`src/rtl/bp_pkg.sv`:
```
package bp_pkg;

   typedef enum logic {
      PM_INPUT  = 1'b0,
      PM_OUTPUT = 1'b1
   } port_mode_e;

   // select 1 polarity follows the role, select 2 is always active high
   function automatic logic port_selected(input port_mode_e m, input logic s1, input logic s2);
      logic s1_act;
      s1_act = (m == PM_OUTPUT) ? ~s1 : s1;
      return s1_act & s2;
   endfunction

endpackage

```
`src/rtl/bp_sync.sv`:
```
module bp_sync #(
   parameter int WIDTH  = 3,
   parameter int STAGES = 2
) (
   input  logic             clk,
   input  logic             rst_n,
   input  logic [WIDTH-1:0] async_i,
   output logic [WIDTH-1:0] sync_o
);

   localparam int LAST = STAGES - 1;

   logic [WIDTH-1:0] chain [STAGES];

   generate
      if (STAGES < 2) begin : g_bad_stages
         $error("bp_sync: STAGES must be at least 2");
      end
      if (WIDTH < 1) begin : g_bad_width
         $error("bp_sync: WIDTH must be at least 1");
      end

      for (genvar s = 0; s < STAGES; s++) begin : g_stage
         if (s == 0) begin : g_first
            always_ff @(posedge clk or negedge rst_n) begin
               if (!rst_n) chain[s] <= '0;
               else        chain[s] <= async_i;
            end
         end else begin : g_next
            always_ff @(posedge clk or negedge rst_n) begin
               if (!rst_n) chain[s] <= '0;
               else        chain[s] <= chain[s-1];
            end
         end
      end
   endgenerate

   assign sync_o = chain[LAST];

endmodule

```
`src/rtl/bp_datareg.sv`:
```
module bp_datareg #(
   parameter int WIDTH = 8
) (
   input  logic             clk,
   input  logic             rst_n,
   input  logic             load,
   input  logic [WIDTH-1:0] d,
   output logic [WIDTH-1:0] q
);

   generate
      if (WIDTH < 1) begin : g_bad_width
         $error("bp_datareg: WIDTH must be at least 1");
      end
   endgenerate

   always_ff @(posedge clk or negedge rst_n) begin
      if (!rst_n)    q <= '0;
      else if (load) q <= d;
   end

   // the value only moves in a cycle where loading was allowed
   p_hold_without_load_r7: assert property (@(posedge clk) disable iff (!rst_n)
      !$past(load) |-> $stable(q));

   // a load takes the sampled data
   p_load_takes_data_r2: assert property (@(posedge clk) disable iff (!rst_n)
      $past(load) |-> (q == $past(d)));

endmodule

```
`src/rtl/bp_hshake.sv`:
```
module bp_hshake
   import bp_pkg::*;
(
   input  logic       clk,
   input  logic       rst_n,
   input  port_mode_e mode,
   input  logic       strb_s,
   input  logic       sel1_s,
   input  logic       sel2_s,
   output logic       load,
   output logic       oe,
   output logic       srq
);

   logic strb_d;
   logic sel_now;
   logic sel_d;
   logic strb_fall;
   logic desel;
   logic pend;
   logic pend_set;
   logic pend_clr;

   assign sel_now   = port_selected(mode, sel1_s, sel2_s);
   assign strb_fall = strb_d & ~strb_s;
   assign desel     = sel_d & ~sel_now;

   always_ff @(posedge clk or negedge rst_n) begin
      if (!rst_n) begin
         strb_d <= 1'b0;
         sel_d  <= 1'b0;
      end else begin
         strb_d <= strb_s;
         sel_d  <= sel_now;
      end
   end

   // Load policy and set/release events swap with the role
   always_comb begin
      if (mode == PM_OUTPUT) begin
         load     = strb_s & sel_now;
         oe       = 1'b1;
         pend_set = desel;
         pend_clr = strb_fall;
      end else begin
         load     = strb_s;
         oe       = sel_now;
         pend_set = strb_fall;
         pend_clr = desel;
      end
   end

   // The flag means "a request is pending" and clears to 0 in both roles
   always_ff @(posedge clk or negedge rst_n) begin
      if (!rst_n)        pend <= 1'b0;
      else if (pend_set) pend <= 1'b1;
      else if (pend_clr) pend <= 1'b0;
   end

   // The request drives low in the input role and high in the output role
   assign srq = (mode == PM_OUTPUT) ? pend : ~pend;

   p_fall_requests_r4: assert property (@(posedge clk) disable iff (!rst_n)
      (mode == PM_INPUT && strb_fall) |=> (srq == 1'b0));

   p_deselect_releases_r5: assert property (@(posedge clk) disable iff (!rst_n)
      (mode == PM_INPUT && desel && !strb_fall) |=> (srq == 1'b1));

   p_deselect_requests_r8: assert property (@(posedge clk) disable iff (!rst_n)
      (mode == PM_OUTPUT && desel) |=> (srq == 1'b1));

   p_fall_acknowledges_r8: assert property (@(posedge clk) disable iff (!rst_n)
      (mode == PM_OUTPUT && strb_fall && !desel) |=> (srq == 1'b0));

   p_quiet_keeps_request_r5: assert property (@(posedge clk) disable iff (!rst_n)
      (!strb_fall && !desel) |=> $stable(srq));

endmodule

```
`src/rtl/byte_port.sv`:
```
module byte_port
   import bp_pkg::*;
#(
   parameter int WIDTH       = 8,
   parameter int SYNC_STAGES = 2
) (
   input  logic             clk,
   input  logic             clr_n,
   input  logic             mode,
   input  logic [WIDTH-1:0] din,
   input  logic             strb,
   input  logic             sel1,
   input  logic             sel2,
   output logic [WIDTH-1:0] dout,
   output logic             dout_oe,
   output logic             srq
);

   localparam int N_CTRL = 3;

   logic [N_CTRL-1:0] ctrl_async;
   logic [N_CTRL-1:0] ctrl_sync;
   logic              load;
   port_mode_e        mode_e;

   assign mode_e     = port_mode_e'(mode);
   assign ctrl_async = {sel2, sel1, strb};

   bp_sync #(
      .WIDTH  (N_CTRL),
      .STAGES (SYNC_STAGES)
   ) u_sync (
      .clk     (clk),
      .rst_n   (clr_n),
      .async_i (ctrl_async),
      .sync_o  (ctrl_sync)
   );

   bp_hshake u_hs (
      .clk    (clk),
      .rst_n  (clr_n),
      .mode   (mode_e),
      .strb_s (ctrl_sync[0]),
      .sel1_s (ctrl_sync[1]),
      .sel2_s (ctrl_sync[2]),
      .load   (load),
      .oe     (dout_oe),
      .srq    (srq)
   );

   bp_datareg #(
      .WIDTH (WIDTH)
   ) u_reg (
      .clk   (clk),
      .rst_n (clr_n),
      .load  (load),
      .d     (din),
      .q     (dout)
   );

   p_output_role_drives_r6: assert property (@(posedge clk) disable iff (!clr_n)
      (mode_e == PM_OUTPUT) |-> dout_oe);

endmodule

```
`config.mk`:
```
export PLATFORM = sky130hd
export DESIGN_NAME = byte_port
export DESIGN_NICKNAME = d
export VERILOG_FILES = /design/src/rtl/bp_pkg.sv /design/src/rtl/bp_sync.sv /design/src/rtl/bp_datareg.sv /design/src/rtl/bp_hshake.sv /design/src/rtl/byte_port.sv
export SDC_FILE = /design/constraint.sdc
export NUM_CORES = 1
export LEC_CHECK = 0
export BUFFER_PORTS_ARGS = -buffer_cell sky130_fd_sc_hd__buf_4
export CORE_MARGIN = 2
export CORE_UTILIZATION = 41
export DETAILED_ROUTE_END_ITERATION = 8
export PLACE_DENSITY_LB_ADDON = 0.12
export SLEW_MARGIN = 0
export SYNTH_ARGS = -nofsm -noshare
export SYNTH_HDL_FRONTEND = slang
export SYNTH_SLANG_ARGS = --single-unit
```
`constraint.sdc`:
```
create_clock -name clk -period 1.2 [get_ports clk]
set_input_delay 0.24 -clock clk [delete_from_list [all_inputs] [get_ports clk]]
set_output_delay 0.24 -clock clk [all_outputs]
set_load 0.005 [all_outputs]
```
==> run metrics <==
run status finished, violations left; failing checks negative setup slack; combinational power share 0.229; Total Power 1.26 mW; DRC 0; Clock Sinks 17; required time worst endpoint 960 ps; Mapped Cells 42; Final Worst Setup Slack -214 ps; Finished Core Util 0.656; peak-usage layer in the global routing report met2; Via Count 428; syn_nets 56; DRT antenna net count 0; vias in the first global route 429; Starting DRT DRC Count 8; power density over the cells 1300 nW/µm²; CTS buffer count 3; Setup CP Type register to output port; Leakage 0.486 nW; area grow syn2layout 52.0%; area leader, netlist dfrtp_1; Async SR Flop Fraction 1.00; VDD IR-drop max 0.815 mV; internal power 0.952 mW; Min Clock Period, post-route 1410 ps; initial antenna violation count 0; Yosys top cell area share 0.669; Worst Hold Class input pin to register; largest net degree at the start of global routing 18; CORE AREA 1470 µm²; Worst Tran Pin Value 220 ps; most frequent cell after synthesis dfrtp_1; Avg Inst Size Synth 15.1 µm²; CP max FO 2; Critical Path AT 1170 ps; main flop type after synthesis dfrtp_1; # port buffers 23; Starting Density 0.432; Fin Hold WS 57.4 ps; GR Layer Usage met1 0.190; crit path capture type output port; die height 43.4 µm; Peak Freq 707 MHz; Worst-Skew Late Latency 280 ps; final wirelength 1.19 mm; fin. max-slew vios 0; CTS Buffer Depth 2; worst slack, placed -87.5 ps; global-route wire length before repair 1.99 mm; net count reported at finish 90; die area 1880 µm²; Non-Filler Instances 91; switching power 0.304 mW; register area share after synthesis 0.669; total track usage 0.150; startpoint types register; num rows 14; Final Cycle Share 1.18; Seq pwr share 0.531; grt ovf 0; Seq cells post-synth 17; routed length per instance 13.1 µm; synthesized area 636 µm²; DR pass1 iterations 3; Global Route met3 Usage 0.0500; Setup Viol. Count Final 10; YS warnings 0; Clk pwr share 0.240; Die X 43.4 µm; unrepaired setup endpoints after global routing yes; dpl cells 82; max capacitance violation total 0; endpoints failing hold 0; global placer's final weighted congestion 0.780; diode count 0; switching share of power 0.242; Yosys cell types 14; commonest cells in the netlist 17 x dfrtp_1, 8 x mux2_2; skew final 5.79 ps; number of synthesized flops with an enable pin 0; H-tree level count 1; met2 GRT Util 0.242; CTS clk-pin slew, worst paths 90 ps; vias per cell 4.70; Ports 24; CTS Root Cell clkbuf_4; Worst slew margin 0.853; CTS tree built; Synth area leaders dfrtp_1 67%, mux2_2 14%, a21boi_4 3.0%; layout cells sized above 1 0.587
-- routing by layer --
| layer | wire length (µm) | vias to the layer above |
|---|---|---|
| met4 | 10 | 0 |
| met2 | 650 | 9 |
| met3 | 47 | 2 |
| met5 | 0 | - |
| met1 | 484 | 212 |
| li1 | - | 205 |
-- area by class of cell --
type	instances	area [µm²]
fillers	125	505
flip-flops and latches	17	425
multi-input cells	22	246
repair buffers	30	239
clock buffers	3	22.5
well taps	16	20.0
inverters	2	7.51
clock inverters	1	5.00
-- worst paths after layout --
check | start | end | slack, ps | cells after the start
max | u_sync.sync_o[1]$_DFF_PN0_ | dout_oe | -210 | 4
max reg2reg | u_sync.sync_o[1]$_DFF_PN0_ | u_reg.q[7]$_DFFE_PN0P_ | -190 | 5
max in group asynchronous | clr_n | u_hs.pend$_DFFE_PN0P_ | 670 | 2
min in group asynchronous | clr_n | u_reg.q[6]$_DFFE_PN0P_ | 350 | 2
min reg2reg | u_sync.chain[3]$_DFF_PN0_ | u_sync.sync_o[0]$_DFF_PN0_ | 360 | 0
min | strb | u_sync.chain[3]$_DFF_PN0_ | 60 | 1
-- registers in the layout, indices dropped and copies added, names as in the netlist --
register       cells
u_hs.pend          1
u_hs.sel_d         1
u_hs.strb_d        1
u_reg.q            8
u_sync.chain       3
u_sync.sync_o      3
-- cells by family (layout without fill, tap and decap cells) --
family          count (synthesis)  count (layout)  synth area share
flops                          17              17             0.669
xor+xnor                        2               2            0.0276
mux                             8               8             0.142
buf+inv                         3              36            0.0197
simple gates                    7               7            0.0689
compound gates                  5               5            0.0728
-- what timing repair did --
item	4_1_cts	5_1_grt
gates cloned	0	0
resized for setup	13	1
hold endpoints to repair	17	0
setup buffers	4	0
hold buffers	1	0
endpoints found under the setup margin	10	10
pin swaps	2	2
-- placed cells by master (no fill, tap or decap), types with 2 or more instances in the layout --
master,instances
dfrtp_1,17
mux2_4,8
nand2b_1,2
buf_4,26
nand2_1,2
inv_1,2
buf_6,3
clkbuf_4,3
-- per-stage QoR --
| stage | instance area (µm²) | setup TNS (ps) |
|---|---|---|
| 2_1_floorplan | 636 | -236 |
| 3_3_place_gp | 838 | -475 |
| 3_5_place_dp | 838 | -654 |
| 4_1_cts | 955 | -1600 |
| 5_1_grt | 966 | -2350 |
| 6_report | 966 | -1700 |
-- critical path, cell delays in order (launching register included) --
cell and delay [ps]:
dfrtp_1 400, buf_6 130, xnor2_4 120, o21ai_1 120, buf_4 120
-- power groups by stage --
stage          logic [mW]  clock network (mW)  registers, mW
2_1_floorplan      0.0868                   0          0.678
3_3_place_gp        0.222                   0          0.678
4_1_cts             0.284               0.309          0.666
5_1_grt             0.310               0.347          0.675
6_report            0.288               0.301          0.667
3_5_place_dp        0.225                   0          0.678
Power figures use the tool's default switching activity.
